==> config.mk <==
export PLATFORM = sky130hd
export DESIGN_NAME = tmr_bank
export DESIGN_NICKNAME = d
export VERILOG_FILES = /design/src/rtl/tmr_pkg.sv /design/src/rtl/tmr_counter.sv /design/src/rtl/tmr_ctrl.sv /design/src/rtl/tmr_bank.sv
export SDC_FILE = /design/constraint.sdc
export NUM_CORES = 2
export LEC_CHECK = 0
export CAP_MARGIN = 20
export CORE_MARGIN = 4
export CORE_UTILIZATION = 45
export CTS_BUF_LIST = sky130_fd_sc_hd__clkbuf_16
export CTS_CLUSTER_SIZE = 16
export DETAILED_ROUTE_END_ITERATION = 12
export GPL_ROUTABILITY_DRIVEN = 0
export MAX_ROUTING_LAYER = met4
export SYNTH_ARGS = -nofsm -noshare
export SYNTH_HDL_FRONTEND = slang
export SYNTH_HIERARCHICAL = 1
export SYNTH_SLANG_ARGS = --single-unit
==> constraint.sdc <==
create_clock -name clk -period 2.2 [get_ports clk]
set_input_delay 0.22 -clock clk [delete_from_list [all_inputs] [get_ports clk]]
set_output_delay 0.22 -clock clk [all_outputs]
set_load 0.005 [all_outputs]
==> src/rtl/tmr_pkg.sv <==
package tmr_pkg;
  localparam logic [5:0] OFS_CNT = 6'h00;
  localparam logic [5:0] OFS_RLD = 6'h04;
  localparam logic [5:0] OFS_MA  = 6'h08;
  localparam logic [5:0] OFS_MB  = 6'h0C;
  localparam logic [5:0] OFS_SET = 6'h10;
  localparam logic [5:0] OFS_CLR = 6'h14;
  localparam int STS_BIT = 16;

  // bit 0 run, bit 1 tick select, bit 2 wrap irq enable, bit 3 pulse enable
  typedef struct packed {
    logic pulse;
    logic wrap_ie;
    logic tick_sel;
    logic run;
  } ctrl_t;

  // Commit the staged half of the previous set/clear write.
  function automatic ctrl_t apply_stage(ctrl_t cur, logic run_pend, logic [2:0] cfg_pend);
    ctrl_t c;
    c          = cur;
    c.run      = c.run | run_pend;
    c.tick_sel = c.tick_sel & ~cfg_pend[0];
    c.wrap_ie  = c.wrap_ie  & ~cfg_pend[1];
    c.pulse    = c.pulse    & ~cfg_pend[2];
    return c;
  endfunction
endpackage

==> src/rtl/tmr_counter.sv <==
module tmr_counter #(
  parameter int CW = 32
) (
  input  logic          clk,
  input  logic          rst_n,
  input  logic          run,
  input  logic          tick_sel,
  input  logic          tick,
  input  logic          cnt_wr,
  input  logic          rld_wr,
  input  logic          ma_wr,
  input  logic          mb_wr,
  input  logic [CW-1:0] wdata,
  output logic [CW-1:0] cnt_o,
  output logic [CW-1:0] rld_o,
  output logic [CW-1:0] ma_o,
  output logic [CW-1:0] mb_o,
  output logic          wrap_o
);
  logic [CW-1:0] cnt_q, rld_q, ma_q, mb_q;
  logic          step;

  function automatic logic [CW-1:0] next_count(logic [CW-1:0] cur, logic [CW-1:0] rld);
    return (cur == '0) ? rld : cur - 1'b1;
  endfunction

  assign step   = run && (tick_sel ? tick : 1'b1);
  assign wrap_o = step && !cnt_wr && (cnt_q == '0);

  always_ff @(posedge clk or negedge rst_n) begin
    if (!rst_n) begin
      cnt_q <= '0;
      rld_q <= '0;
      ma_q  <= '0;
      mb_q  <= '0;
    end else begin
      if (cnt_wr)    cnt_q <= wdata;
      else if (step) cnt_q <= next_count(cnt_q, rld_q);
      if (rld_wr) rld_q <= wdata;
      if (ma_wr)  ma_q  <= wdata;
      if (mb_wr)  mb_q  <= wdata;
    end
  end

  assign cnt_o = cnt_q;
  assign rld_o = rld_q;
  assign ma_o  = ma_q;
  assign mb_o  = mb_q;

  a_r7_decrement: assert property (@(posedge clk) disable iff (!rst_n)
    (step && !cnt_wr && cnt_q != '0) |=> cnt_q == $past(cnt_q) - 1'b1);
  a_r7_reload_at_zero: assert property (@(posedge clk) disable iff (!rst_n)
    (step && !cnt_wr && cnt_q == '0) |=> cnt_q == $past(rld_q));
  a_r7_hold_when_idle: assert property (@(posedge clk) disable iff (!rst_n)
    (!step && !cnt_wr) |=> $stable(cnt_q));
  a_r9_write_wins: assert property (@(posedge clk) disable iff (!rst_n)
    cnt_wr |=> cnt_q == $past(wdata));
endmodule

==> src/rtl/tmr_ctrl.sv <==
module tmr_ctrl
  import tmr_pkg::*;
(
  input  logic       clk,
  input  logic       rst_n,
  input  logic       set_wr,
  input  logic       clr_wr,
  input  logic [3:0] wr_bits,
  input  logic       sts_clr,
  input  logic       wrap_evt,
  output ctrl_t      ctrl_o,
  output logic       sts_o
);
  ctrl_t      ctrl_q, ctrl_d, staged;
  logic       run_pend_q, run_pend_d;
  logic [2:0] cfg_pend_q, cfg_pend_d;
  logic       sts_q, raise;

  assign raise = wrap_evt && ctrl_q.wrap_ie;

  always_comb begin
    staged     = apply_stage(ctrl_q, run_pend_q, cfg_pend_q);
    ctrl_d     = staged;
    run_pend_d = 1'b0;
    cfg_pend_d = '0;
    if (set_wr) begin
      ctrl_d.tick_sel = staged.tick_sel | wr_bits[1];
      ctrl_d.wrap_ie  = staged.wrap_ie  | wr_bits[2];
      ctrl_d.pulse    = staged.pulse    | wr_bits[3];
      run_pend_d      = wr_bits[0];
    end else if (clr_wr) begin
      ctrl_d.run = staged.run & ~wr_bits[0];
      cfg_pend_d = wr_bits[3:1];
    end
  end

  always_ff @(posedge clk or negedge rst_n) begin
    if (!rst_n) begin
      ctrl_q     <= '0;
      run_pend_q <= 1'b0;
      cfg_pend_q <= '0;
      sts_q      <= 1'b0;
    end else begin
      ctrl_q     <= ctrl_d;
      run_pend_q <= run_pend_d;
      cfg_pend_q <= cfg_pend_d;
      if (raise)        sts_q <= 1'b1;
      else if (sts_clr) sts_q <= 1'b0;
    end
  end

  assign ctrl_o = ctrl_q;
  assign sts_o  = sts_q;

  a_r4_run_after_set: assert property (@(posedge clk) disable iff (!rst_n)
    $rose(ctrl_q.run) |-> $past(run_pend_q));
  a_r4_run_not_with_cfg: assert property (@(posedge clk) disable iff (!rst_n)
    (set_wr && wr_bits[0] && !ctrl_q.run && !run_pend_q) |=> !ctrl_q.run);
  a_r5_cfg_after_clear: assert property (@(posedge clk) disable iff (!rst_n)
    $fell(ctrl_q.tick_sel) |-> $past(cfg_pend_q[0]));
  a_r5_run_drops_next: assert property (@(posedge clk) disable iff (!rst_n)
    (clr_wr && wr_bits[0]) |=> !ctrl_q.run);
  a_r3_status_only_on_wrap: assert property (@(posedge clk) disable iff (!rst_n)
    $rose(sts_q) |-> $past(wrap_evt && ctrl_q.wrap_ie));
  a_r8_wrap_beats_clear: assert property (@(posedge clk) disable iff (!rst_n)
    (wrap_evt && ctrl_q.wrap_ie && sts_clr) |=> sts_q);
endmodule

==> src/rtl/tmr_bank.sv <==
module tmr_bank
  import tmr_pkg::*;
#(
  parameter int N_TMR  = 8,
  parameter int DATA_W = 32,
  parameter int ADDR_W = 10
) (
  input  logic              clk,
  input  logic              rst_n,
  input  logic [ADDR_W-1:0] bus_addr,
  input  logic [DATA_W-1:0] bus_wdata,
  input  logic              bus_wr,
  input  logic              bus_rd,
  output logic [DATA_W-1:0] bus_rdata,
  input  logic              tick_1us,
  output logic [N_TMR-1:0]  irq
);
  localparam int IDX_W = ADDR_W - 6;

  logic [IDX_W-1:0] idx;
  logic [5:0]       ofs;
  logic             idx_ok;

  logic [DATA_W-1:0] cnt_a [N_TMR];
  logic [DATA_W-1:0] rld_a [N_TMR];
  logic [DATA_W-1:0] ma_a  [N_TMR];
  logic [DATA_W-1:0] mb_a  [N_TMR];
  ctrl_t             ctrl_a[N_TMR];
  logic [N_TMR-1:0]  sts_a;
  logic [N_TMR-1:0]  wrap_a;

  assign idx    = bus_addr[ADDR_W-1:6];
  assign ofs    = bus_addr[5:0];
  assign idx_ok = ({1'b0, idx} < (IDX_W+1)'(N_TMR));

  for (genvar g = 0; g < N_TMR; g++) begin : g_tmr
    logic hit_wr;
    assign hit_wr = bus_wr && idx_ok && (idx == IDX_W'(g));

    tmr_counter #(.CW(DATA_W)) u_cnt (
      .clk      (clk),
      .rst_n    (rst_n),
      .run      (ctrl_a[g].run),
      .tick_sel (ctrl_a[g].tick_sel),
      .tick     (tick_1us),
      .cnt_wr   (hit_wr && ofs == OFS_CNT),
      .rld_wr   (hit_wr && ofs == OFS_RLD),
      .ma_wr    (hit_wr && ofs == OFS_MA),
      .mb_wr    (hit_wr && ofs == OFS_MB),
      .wdata    (bus_wdata),
      .cnt_o    (cnt_a[g]),
      .rld_o    (rld_a[g]),
      .ma_o     (ma_a[g]),
      .mb_o     (mb_a[g]),
      .wrap_o   (wrap_a[g])
    );

    tmr_ctrl u_ctl (
      .clk      (clk),
      .rst_n    (rst_n),
      .set_wr   (hit_wr && ofs == OFS_SET),
      .clr_wr   (hit_wr && ofs == OFS_CLR),
      .wr_bits  (bus_wdata[3:0]),
      .sts_clr  (hit_wr && ofs == OFS_CLR && bus_wdata[STS_BIT]),
      .wrap_evt (wrap_a[g]),
      .ctrl_o   (ctrl_a[g]),
      .sts_o    (sts_a[g])
    );
  end

  always_comb begin
    bus_rdata = '0;
    if (bus_rd && idx_ok) begin
      for (int i = 0; i < N_TMR; i++) begin
        if (idx == IDX_W'(i)) begin
          case (ofs)
            OFS_CNT: bus_rdata = cnt_a[i];
            OFS_RLD: bus_rdata = rld_a[i];
            OFS_MA:  bus_rdata = ma_a[i];
            OFS_MB:  bus_rdata = mb_a[i];
            OFS_SET: begin
              bus_rdata[3:0]     = ctrl_a[i];
              bus_rdata[STS_BIT] = sts_a[i];
            end
            default: bus_rdata = '0;
          endcase
        end
      end
    end
  end

  assign irq = sts_a;

  a_r6_idle_reads_zero: assert property (@(posedge clk) disable iff (!rst_n)
    !bus_rd |-> bus_rdata == '0);
  a_r1_far_index_zero: assert property (@(posedge clk) disable iff (!rst_n)
    (bus_rd && !idx_ok) |-> bus_rdata == '0);
  a_r6_clear_unreadable: assert property (@(posedge clk) disable iff (!rst_n)
    (bus_rd && ofs == OFS_CLR) |-> bus_rdata == '0);
  a_r8_irq_needs_wrap: assert property (@(posedge clk) disable iff (!rst_n)
    $rose(irq) |-> ($past(wrap_a) != '0));
endmodule

==> impl_metrics.py <==
metrics = {
    "critical_path": {
        "cp_slowest_cell": "nand4_1",
        "worstSetupEndpointType": "primary output",
        "reg2regPathDepth": 8,
        "path_class": "reg2out",
        "reg2reg_from": "g_tmr[7].u_cnt/cnt_o[12]",
        "cp.depth": 6,
        "arrival_ns": 3.06,
        "slowest_delay_ns": 0.55,
        "worst_r2r_endpoint": "g_tmr[7].u_cnt/cnt_o[31]",
        "crit_required_ns": 1.98,
        "crit_fanout": 2,
        "rrSetupSlack_ns": -0.14,
        "start_kind": "flop",
        "cp_top_family": "compound AO/OA/AOI/OAI gates",
        "crit_chain": "mux4_2 -> a22oi_2 -> nand4_1 -> a21oi_2 -> nor2_1 -> buf_2",
        "critPathBufInv": 1,
    },
    "sta": {
        "skew_ns": 0.0350,
        "slew_headroom_pct": 21.3,
        "setup_tns_ns": -26.89,
        "period_minus_slack_ns": 3.28,
        "finalCritPeriodShare_pct": 149,
        "max_freq_mhz": 304,
        "rsz0062_at_grt": "yes",
        "worstMarginPinSlew_ns": 1.18,
        "final_hold_viol_count": 0,
        "slew_violations": 0,
        "setup_viol_count_final": 56,
        "whs_ns": 0.0620,
        "setup_ws_ns": -1.08,
    },
    "power_and_ir_drop": {
        "power_density_nw_per_um2": 867,
        "power_frac_seq_pct": 35.9,
        "intPower_w": 0.0445,
        "p_clk_share_pct": 30.8,
        "ir_drop_mv": 0.781,
        "p_sw_w": 0.0219,
        "combPwrFrac_pct": 33.3,
        "p_leak_nw": 35.6,
        "swShare_pct": 33.0,
    },
    "clock_tree": {
        "cts_made_buffers": 119,
        "clock_latency_ns": 0.76,
        "cts_tree": "built",
        "h-tree-depth": 3,
        "clk_pin_slew_ns": 0.06,
        "cts.sinks": 1096,
        "ctsRootBufferMaster": "clkbuf_16",
        "clockBufferDepth": 3,
    },
    "final_layout": {
        "finalNonFillerCells": 7790,
        "area_delta_synth_final_pct": 31.3,
        "layout-drive-gt1-share_pct": 44.2,
        "nNetsFinal": 6011,
        "layout_common_cells": "1,089 x dfrtp_1, 984 x buf_4, 617 x mux2_2, 534 x nand2_1, 266 x o21ai_0",
        "multiInputGateArea_um2": 31000,
        "final_util_pct": 59.8,
        "mostFrequentLayoutCell": "dfrtp_1",
        "final-seq-area_um2": 27400,
        "nFillCells": 10319,
    },
    "routing": {
        "dr.pass1.iters": 7,
        "ant_nets": 0,
        "drc": 0,
        "via_per_inst": 6.18,
        "wl_per_cell_um": 29.3,
        "first_iter_violations": 5515,
        "vias": 48168,
        "routed_wl_mm": 228,
    },
    "floorplan": {
        "die_width_um": 368,
        "die_area_um2": 135000,
        "die_h_um": 368,
        "core_um2": 128000,
        "initial_core_util_pct": 45.5,
        "rows": 131,
        "top_level_ports": 87,
    },
    "global_route": {
        "gr-total-overflow": 0,
        "grt_pass1_wl_mm": 332,
        "grt_use_total_pct": 34.0,
        "grt_pass1_vias": 47852,
        "antenna_found_initial": 13,
        "grt_max_degree": 99,
    },
    "logic_synthesis": {
        "syn_area_um2": 58300,
        "yosysSeqAreaShare_pct": 47.1,
        "synth.largest_area_cell": "dfrtp_1",
        "synth-seq-cells": 1096,
        "synth_enable_flop_cells": 0,
        "avgSynthCellArea_um2": 12.0,
        "yosysWarnings": 6,
        "ys_async_sr_fraction_pct": 100,
        "netlist_top_cells_area": "dfrtp_1 47%, mux2_2 12%, mux4_2 7.7%, mux2_1 3.7%, nand2_1 3.5%",
        "synthFlopType": "dfrtp_1",
        "synth_cell_types": 82,
        "postSynthCellCount": 4865,
        "synthesis.nets": 4928,
        "synth_top_area_share_pct": 47.1,
    },
    "placement": {
        "placed_cells": 7486,
        "post-place-ws_ns": -1.52,
        "dp_hpwl_mm": 164,
        "port_buffers": 86,
    },
    "run_status": {
        "violations": "negative setup slack",
        "outcome": "finished with violations",
    },
    "min_path": {
        "min_from": "bus_wdata[25]",
        "hold_depth": 3,
        "hold_class": "in2reg",
        "holdPathEnd": "g_tmr[3].u_cnt/ma_o[25]",
    },
    "flow_run": {
        "maxCapViolations": 0,
    },
}
## layer usage
layer / vias up / track usage (%) / wire length, um
met5: - / - / 0
met4: 0 / 18.5 / 16400
met3: 609 / 7.85 / 21200
met2: 2307 / 49.4 / 99300
met1: 24759 / 44.3 / 91200
li1: 20493 / - / -
## cells by family (layout without fill, tap and decap cells)
kind of cell | Yosys count | after routing | share of synthesized area, %
and+or+nand+nor | 1234 | 1235 | 11.5
adders and majority gates | 16 | 16 | 0.344
xor gates and xnor gates | 220 | 220 | 3.31
other | 0 | 10 | 0
DFF | 1096 | 1096 | 47.1
buffers and inverters | 391 | 1576 | 3.06
AOI/OAI and AO/OA | 867 | 867 | 10.8
muxes | 1041 | 1041 | 23.9
## flip-flops by register name, indices dropped and copies added (netlist names)
signal,cells
g_tmr.u_cnt/cnt_o,256
g_tmr.u_cnt/ma_o,256
g_tmr.u_cnt/mb_o,256
g_tmr.u_cnt/rld_o,256
g_tmr.u_ctl/cfg_pend_q,24
g_tmr.u_ctl/ctrl_o,32
g_tmr.u_ctl/run_pend_q,8
g_tmr.u_ctl/sts_o,8
## what timing repair did
item,CTS,global route
buffers inserted,37,34
gates resized for setup,340,200
pin swaps,152,128
gates cloned,4,7
endpoints found under the setup margin,574,362
endpoints found under the hold margin,757,0
hold buffers,7,0
## worst register-to-register path: stages, from the launching register on
cell and delay [ns]:
dfrtp_1 0.40, or4_4 0.56, buf_4 0.16, nor3_2 0.14, buf_4 0.15, nand4_2 0.12
or4_1 0.43, a31oi_1 0.18, a221o_1 0.13
## worst max-delay path by stage
stage,from,end,slack (ns)
CTS,g_tmr[0].u_cnt/rld_o[7],bus_rdata[7],-0.90
finish,g_tmr[2].u_cnt/cnt_o[22],bus_rdata[22],-1.08
global route,g_tmr[2].u_cnt/cnt_o[22],bus_rdata[22],-1.08
global placement,bus_addr[4],bus_rdata[1],-1.56
detailed placement,bus_addr[4],bus_rdata[1],-1.52
floorplan,bus_addr[7],g_tmr[1].u_cnt/cnt_o[7],-0.11
## synthesized netlist by cell type (all sizes together) (12+ instances only)
cell type,number
nor4,107
a221o,200
mux2i,36
clkbuf,153
or4,21
ha,16
nand4,42
a31oi,13
mux2,806
buf,175
nand2,549
a22oi,102
a222oi,37
a211o,14
nand3,54
nand3b,14
nor2b,12
o31ai,13
mux4,199
nor3b,18
and2,46
xor2,151
a21oi,65
inv,63
or3,19
xnor2,69
nor2,208
nor3,87
o21ai,303
dfrtp,1096
a221oi,13
a22o,34
## power by group through the flow
| stage | registers (W) | logic (W) | clock network [W] |
|---|---|---|---|
| after global routing | 0.0239 | 0.0234 | 0.0215 |
| after detailed placement | 0.0240 | 0.0198 | 0 |
| after global placement | 0.0240 | 0.0195 | 0 |
| after floorplan | 0.0248 | 0.00903 | 0 |
| final | 0.0238 | 0.0221 | 0.0204 |
| after CTS | 0.0237 | 0.0207 | 0.0207 |
## through the flow
step	total power [W]	area (um^2)
floorplan	0.0338	58700
global placement	0.0435	70100
detailed placement	0.0438	70100
CTS	0.0651	75200
global route	0.0689	76500
finish	0.0663	76500
## layout make-up
cell class,count,share of cell area [%]
well taps,1729,2.83
clock inverters,103,1.16
flip-flops and latches,1096,35.9
clock buffers,121,3.96
multi-input cells,3379,40.6
repair buffers,1289,15.3
diodes,10,0.0327
inverters,63,0.309
Note: power is estimated with default switching activity, not from simulation.
